[config.mk]
export PLATFORM = sky130hd
export DESIGN_NAME = hs_mem_adapter
export DESIGN_NICKNAME = d
export VERILOG_FILES = /design/src/rtl/hs_mem_pkg.sv /design/src/rtl/hs_sync.sv /design/src/rtl/hs_chan_fsm.sv /design/src/rtl/hs_prog_store.sv /design/src/rtl/hs_data_store.sv /design/src/rtl/hs_mem_adapter.sv
export SDC_FILE = /design/constraint.sdc
export NUM_CORES = 2
export LEC_CHECK = 0
export ABC_CLOCK_PERIOD_IN_PS = 6300
export BUFFER_PORTS_ARGS = -buffer_cell sky130_fd_sc_hd__buf_2
export CAP_MARGIN = 15
export CORE_ASPECT_RATIO = 1.2
export CORE_MARGIN = 5
export CORE_UTILIZATION = 42
export CTS_CLUSTER_SIZE = 28
export DETAILED_ROUTE_END_ITERATION = 8
export SETUP_SLACK_MARGIN = 0.5
export SLEW_MARGIN = 30
export SYNTH_ARGS = -nofsm -noshare
export SYNTH_HDL_FRONTEND = slang
export SYNTH_SLANG_ARGS = --single-unit
[constraint.sdc]
create_clock -name clk -period 6.3 [get_ports clk]
set_clock_uncertainty 0.15 [all_clocks]
set_input_delay 0 -clock clk [delete_from_list [all_inputs] [get_ports clk]]
set_output_delay 0 -clock clk [all_outputs]
set_load 0.02 [all_outputs]
[src/rtl/hs_mem_pkg.sv]
package hs_mem_pkg;

    typedef enum logic [1:0] {
        HS_IDLE     = 2'd0,
        HS_ACCESS   = 2'd1,
        HS_ACK_HIGH = 2'd2,
        HS_RETURN   = 2'd3
    } hs_state_t;

    // Program image generator: byte stored at a 12-bit address.
    function automatic logic [7:0] prog_image(input logic [11:0] a);
        return a[7:0] ^ {a[11:8], a[11:8]} ^ 8'hA5;
    endfunction

endpackage

[src/rtl/hs_sync.sv]
module hs_sync #(
    parameter int STAGES = 2
) (
    input  logic clk,
    input  logic rst,
    input  logic d_i,
    output logic q_o
);
    logic [STAGES-1:0] chain;

    for (genvar g = 0; g < STAGES; g++) begin : g_stage
        if (g == 0) begin : g_first
            always_ff @(posedge clk) begin
                if (rst) chain[0] <= 1'b0;
                else     chain[0] <= d_i;
            end
        end else begin : g_next
            always_ff @(posedge clk) begin
                if (rst) chain[g] <= 1'b0;
                else     chain[g] <= chain[g-1];
            end
        end
    end

    assign q_o = chain[STAGES-1];
endmodule

[src/rtl/hs_chan_fsm.sv]
module hs_chan_fsm
    import hs_mem_pkg::*;
(
    input  logic clk,
    input  logic rst,
    input  logic req_s_i,
    input  logic done_i,
    output logic ack_o,
    output logic mem_en_o
);
    hs_state_t state, state_nx;

    // State register
    always_ff @(posedge clk) begin
        if (rst) state <= HS_IDLE;
        else     state <= state_nx;
    end

    // Transitions
    always_comb begin
        state_nx = state;
        unique case (state)
            HS_IDLE:     if (req_s_i)  state_nx = HS_ACCESS;
            HS_ACCESS:   if (done_i)   state_nx = HS_ACK_HIGH;
            HS_ACK_HIGH: if (!req_s_i) state_nx = HS_RETURN;
            HS_RETURN:                 state_nx = HS_IDLE;
        endcase
    end

    // Outputs
    always_comb begin
        ack_o    = 1'b0;
        mem_en_o = 1'b0;
        unique case (state)
            HS_IDLE:     ;
            HS_ACCESS:   mem_en_o = !done_i;
            HS_ACK_HIGH: ack_o    = 1'b1;
            HS_RETURN:   ;
        endcase
    end
endmodule

[src/rtl/hs_prog_store.sv]
module hs_prog_store
    import hs_mem_pkg::*;
#(
    parameter int AW = 12,
    parameter int DW = 8
) (
    input  logic          clk,
    input  logic          rst,
    input  logic          en_i,
    input  logic [AW-1:0] addr_i,
    output logic [DW-1:0] rdata_o,
    output logic          done_o
);
    logic [11:0] a_img;
    assign a_img = 12'(addr_i);

    always_ff @(posedge clk) begin
        if (rst) begin
            rdata_o <= '0;
            done_o  <= 1'b0;
        end else begin
            done_o <= en_i;
            if (en_i) rdata_o <= DW'(prog_image(a_img));
        end
    end
endmodule

[src/rtl/hs_data_store.sv]
module hs_data_store #(
    parameter int AW = 8,
    parameter int DW = 8
) (
    input  logic          clk,
    input  logic          rst,
    input  logic          en_i,
    input  logic          wr_i,
    input  logic [AW-1:0] addr_i,
    input  logic [DW-1:0] wdata_i,
    output logic [DW-1:0] rdata_o,
    output logic          done_o
);
    localparam int DEPTH = 1 << AW;
    logic [DW-1:0] mem [DEPTH];

    always_ff @(posedge clk) begin
        if (en_i && wr_i) mem[addr_i] <= wdata_i;
    end

    always_ff @(posedge clk) begin
        if (rst) begin
            rdata_o <= '0;
            done_o  <= 1'b0;
        end else begin
            done_o <= en_i;
            if (en_i && !wr_i) rdata_o <= mem[addr_i];
        end
    end
endmodule

[src/rtl/hs_mem_adapter.sv]
module hs_mem_adapter #(
    parameter int PROG_AW     = 12,
    parameter int DATA_AW     = 8,
    parameter int DW          = 8,
    parameter int SYNC_STAGES = 2
) (
    input  logic               clk,
    input  logic               rst,
    input  logic               i_req_i,
    input  logic [PROG_AW-1:0] i_addr_i,
    output logic               i_ack_o,
    output logic [DW-1:0]      i_rdata_o,
    input  logic               d_req_i,
    input  logic               d_wr_i,
    input  logic [DATA_AW-1:0] d_addr_i,
    input  logic [DW-1:0]      d_wdata_i,
    output logic               d_ack_o,
    output logic [DW-1:0]      d_rdata_o
);
    logic i_req_s, i_en, i_done;
    logic d_req_s, d_en, d_done;

    hs_sync #(.STAGES(SYNC_STAGES)) u_i_sync (
        .clk(clk), .rst(rst), .d_i(i_req_i), .q_o(i_req_s));
    hs_sync #(.STAGES(SYNC_STAGES)) u_d_sync (
        .clk(clk), .rst(rst), .d_i(d_req_i), .q_o(d_req_s));

    hs_chan_fsm u_i_fsm (
        .clk(clk), .rst(rst), .req_s_i(i_req_s), .done_i(i_done),
        .ack_o(i_ack_o), .mem_en_o(i_en));
    hs_chan_fsm u_d_fsm (
        .clk(clk), .rst(rst), .req_s_i(d_req_s), .done_i(d_done),
        .ack_o(d_ack_o), .mem_en_o(d_en));

    hs_prog_store #(.AW(PROG_AW), .DW(DW)) u_rom (
        .clk(clk), .rst(rst), .en_i(i_en), .addr_i(i_addr_i),
        .rdata_o(i_rdata_o), .done_o(i_done));

    hs_data_store #(.AW(DATA_AW), .DW(DW)) u_ram (
        .clk(clk), .rst(rst), .en_i(d_en), .wr_i(d_wr_i), .addr_i(d_addr_i),
        .wdata_i(d_wdata_i), .rdata_o(d_rdata_o), .done_o(d_done));
endmodule

==> summary.txt <==
Run status
  – Status: complete, no violations

Setup path
  – Arr. time, crit path: 4.68 ns
  – Worst Setup End Kind: register
  – Crit-path cells: buf_8, buf_4, buf_12, mux4_2, o22a_1, o221ai_1, o311ai_0, buf_4, o211ai_1, o2bb2ai_1, dlygate4sd3_1
  – Worst EP required: 6.93 ns
  – CP Max Fanout: 123
  – CP max-delay cell: o311ai_0
  – CP most frequent cell: buf_4
  – Type of origin of the critical path: primary input
  – Kind of critical path: in -> reg
  – Max stage delay on crit path: 0.98 ns

Logic synthesis
  – Asr flop ratio synth: 0%
  – Synth area leaders: edfxtp_1 76%, mux4_2 13%, nor2_1 1.5%, mux2i_1 1.4%, o22ai_1 0.73%
  – Post-Syn Instances: 3860
  – EDFF count, synth: 2048
  – Top FF cell, synth: edfxtp_1
  – Mapped cell area: 80400 µm²
  – Synth Warn #: 0
  – Seq/Total Area, Yosys: 77.1%
  – Dominant cell by count in the synthesized netlist: edfxtp_1
  – Register bit total from synthesis: 2074
  – Avg Inst Size Synth: 20.8 µm²
  – Most common library cells after synthesis: 2048 x edfxtp_1, 450 x mux4_2, 317 x nor2_1
  – Top cell type's share of synthesized area: 76.5%
  – Top cell type by total area after synthesis: edfxtp_1
  – Syn Nets: 3901
  – Post-synth cell types: 75

Timing
  – Fin crit share: 64.3%
  – Final min period: 4.05 ns
  – RSZ-0062 raised after global routing: false
  – Finish-stage setup viols: 0
  – Setup TNS: 0 ns
  – Slew Viols, Final: 0
  – Worst rel slew slack: 27.1%
  – Slew @ Worst Pin: 1.08 ns
  – Fmax: 247 MHz
  – Hold Vio Cnt, Final: 0

Detailed routing
  – DR DRC count: 0
  – DRT antenna net count: 0
  – Routed wire length: 215000 µm
  – DR pass1 iterations: 6
  – Avg WL per Cell: 32.2 µm
  – Via Count: 40285
  – 1st-iter DRT viols: 5098
  – Vias per Instance: 6.04

Clocking
  – CTS H-tree lvls: 4
  – Total CTS buffers: 197
  – Setup bufs post-CTS: 0
  – Clk sink count: 2074
  – Clock Path Buffers: 3
  – Clock latency on the worst-skew pair: 0.83 ns
  – Clock Tree Root: clkbuf_16
  – CTS tree: yes
  – Worst-path clk slew: 0.07 ns

Final layout
  – Layout cells sized above 1: 22.6%
  – Multi-input combinational cell area: 17300 µm²
  – Final net count: 4061
  – Area Growth Syn to Fin: 12.4%
  – Register area: 62000 µm²
  – Filler instances: 15605

Pwr
  – Peak supply drop: 0.256 mV
  – Power Dens Cells: 314 nW/µm²
  – Leak: 27.7 nW
  – Tot Pwr: 28.4 mW

GRT
  – Vias in the first global route: 40382
  – Initial antenna violation count: 13
  – Global route overflow: 0
  – Total GRT Usage: 21.2%
  – First-pass GRT wire length: 305000 µm
  – Largest net degree at the start of global routing: 173

Die
  – Total die area: 200000 µm²
  – Die width: 410 µm
  – Row count: 176
  – Core Area: 191000 µm²
  – Die H: 489 µm
  – Starting Density: 42.1%
  – Ports: 51

Placed design
  – RD Place Congestion: 0.855
  – Post-DP HPWL: 131000 µm
  – Port Buf Inserts: 50

Worst hold path
  – Worst min-delay path class: in -> reg

Job
  – Max Cap Viol: 0
-- metrics by stage --
step	setup WS, ns	area (µm²)	util [%]	hold WS [ns]	instances
6_report	2.25	90400	47.3	0.0977	6674
5_1_grt	2.20	90400	47.3	0.0862	6671
4_1_cts	2.48	90300	47.2	0.00109	6665
3_5_place_dp	2.13	83600	43.8	0.0701	6251
3_3_place_gp	2.08	83400	43.6	0.0687	6248
2_1_floorplan	3.43	80400	-	-0.0511	3860
-- critical path, delay by kind of cell --
kind,cells,cell delay (ns)
AOI/OAI and AO/OA,5,1.72
muxes,1,0.35
buffers and inverters,5,2.40
-- per-layer routing --
layer	track usage [%]	vias to the layer above	wire, µm
met5	0	-	13
met4	7.86	2	8660
met3	4.24	364	17800
met2	34.8	1925	105000
met1	28.4	21524	82700
li1	-	16470	-
-- sequential cells by signal (all words and copies together), names as in the netlist --
name            cells
u_d_fsm.state       2
u_d_sync.chain      1
u_d_sync.q_o        1
u_i_fsm.state       2
u_i_sync.chain      1
u_i_sync.q_o        1
u_ram.done_o        1
u_ram.mem        2048
u_ram.rdata_o       8
u_rom.done_o        1
u_rom.rdata_o       8
-- layout make-up --
| class | count | area share, % |
|---|---|---|
| well taps | 2492 | 3.45 |
| clock inverters | 103 | 0.937 |
| repair buffers | 195 | 1.98 |
| diodes | 4 | 0.0111 |
| inverters | 13 | 0.0540 |
| flip-flops and latches | 2074 | 68.6 |
| clock buffers | 254 | 5.79 |
| multi-input cells | 1539 | 19.2 |
-- path summary, 6_finish.rpt --
check                                      from                            end  slack [ns]  cells after the start
setup / recovery                    d_addr_i[1]  u_ram.rdata_o[5]$_SDFFE_PP0P_        2.25                     11
hold reg to reg    u_d_sync.chain[0]$_SDFF_PP0_        u_d_sync.q_o$_SDFF_PP0_        0.30                      1
hold / removal                              rst        u_rom.done_o$_SDFF_PP0_         0.1                      4
setup reg to reg  u_d_fsm.state[1]$_SDFFE_PP0P_    u_ram.mem[194][3]$_DFFE_PP_        2.50                      8
-- where the power goes --
group	leakage [nW]	internal, mW	switching (mW)
Sequential	18.6	15.2	0.0767
Clock	2.97	6.31	5.06
Combinational	6.07	0.580	1.13
-- layout by cell type, fill, tap and decap left out, types with 34 or more instances in the layout --
master         count
mux2i_1          109
clkbuf_1          52
nor2_1           290
nand3_1           34
buf_4             71
edfxtp_1        2048
o22ai_1           94
clkbuf_16        202
buf_2             39
clkinv_1          43
nand2_1           86
mux4_2           450
dlygate4sd3_1     58
a22oi_1           46
-- what timing repair did --
item / in CTS / in global routing
endpoints found under the hold margin: 899 / 12
gates resized for setup: 0 / 0
hold buffers: 57 / 1
-- kinds of logic (layout without fill, tap and decap cells) --
logic type | Yosys count | in the layout | share of synthesized area [%]
AO/OA/AOI/OAI | 367 | 367 | 3.39
flip-flops | 2074 | 2074 | 77.1
adder cells (fa/ha/maj) | 8 | 8 | 0.124
XOR/XNOR | 8 | 8 | 0.0871
multiplexers | 583 | 583 | 14.5
other | 0 | 4 | 0
AND/OR/NAND/NOR | 573 | 573 | 3.20
buffers and inverters | 247 | 565 | 1.64
Note: power is estimated with default switching activity, not from simulation.
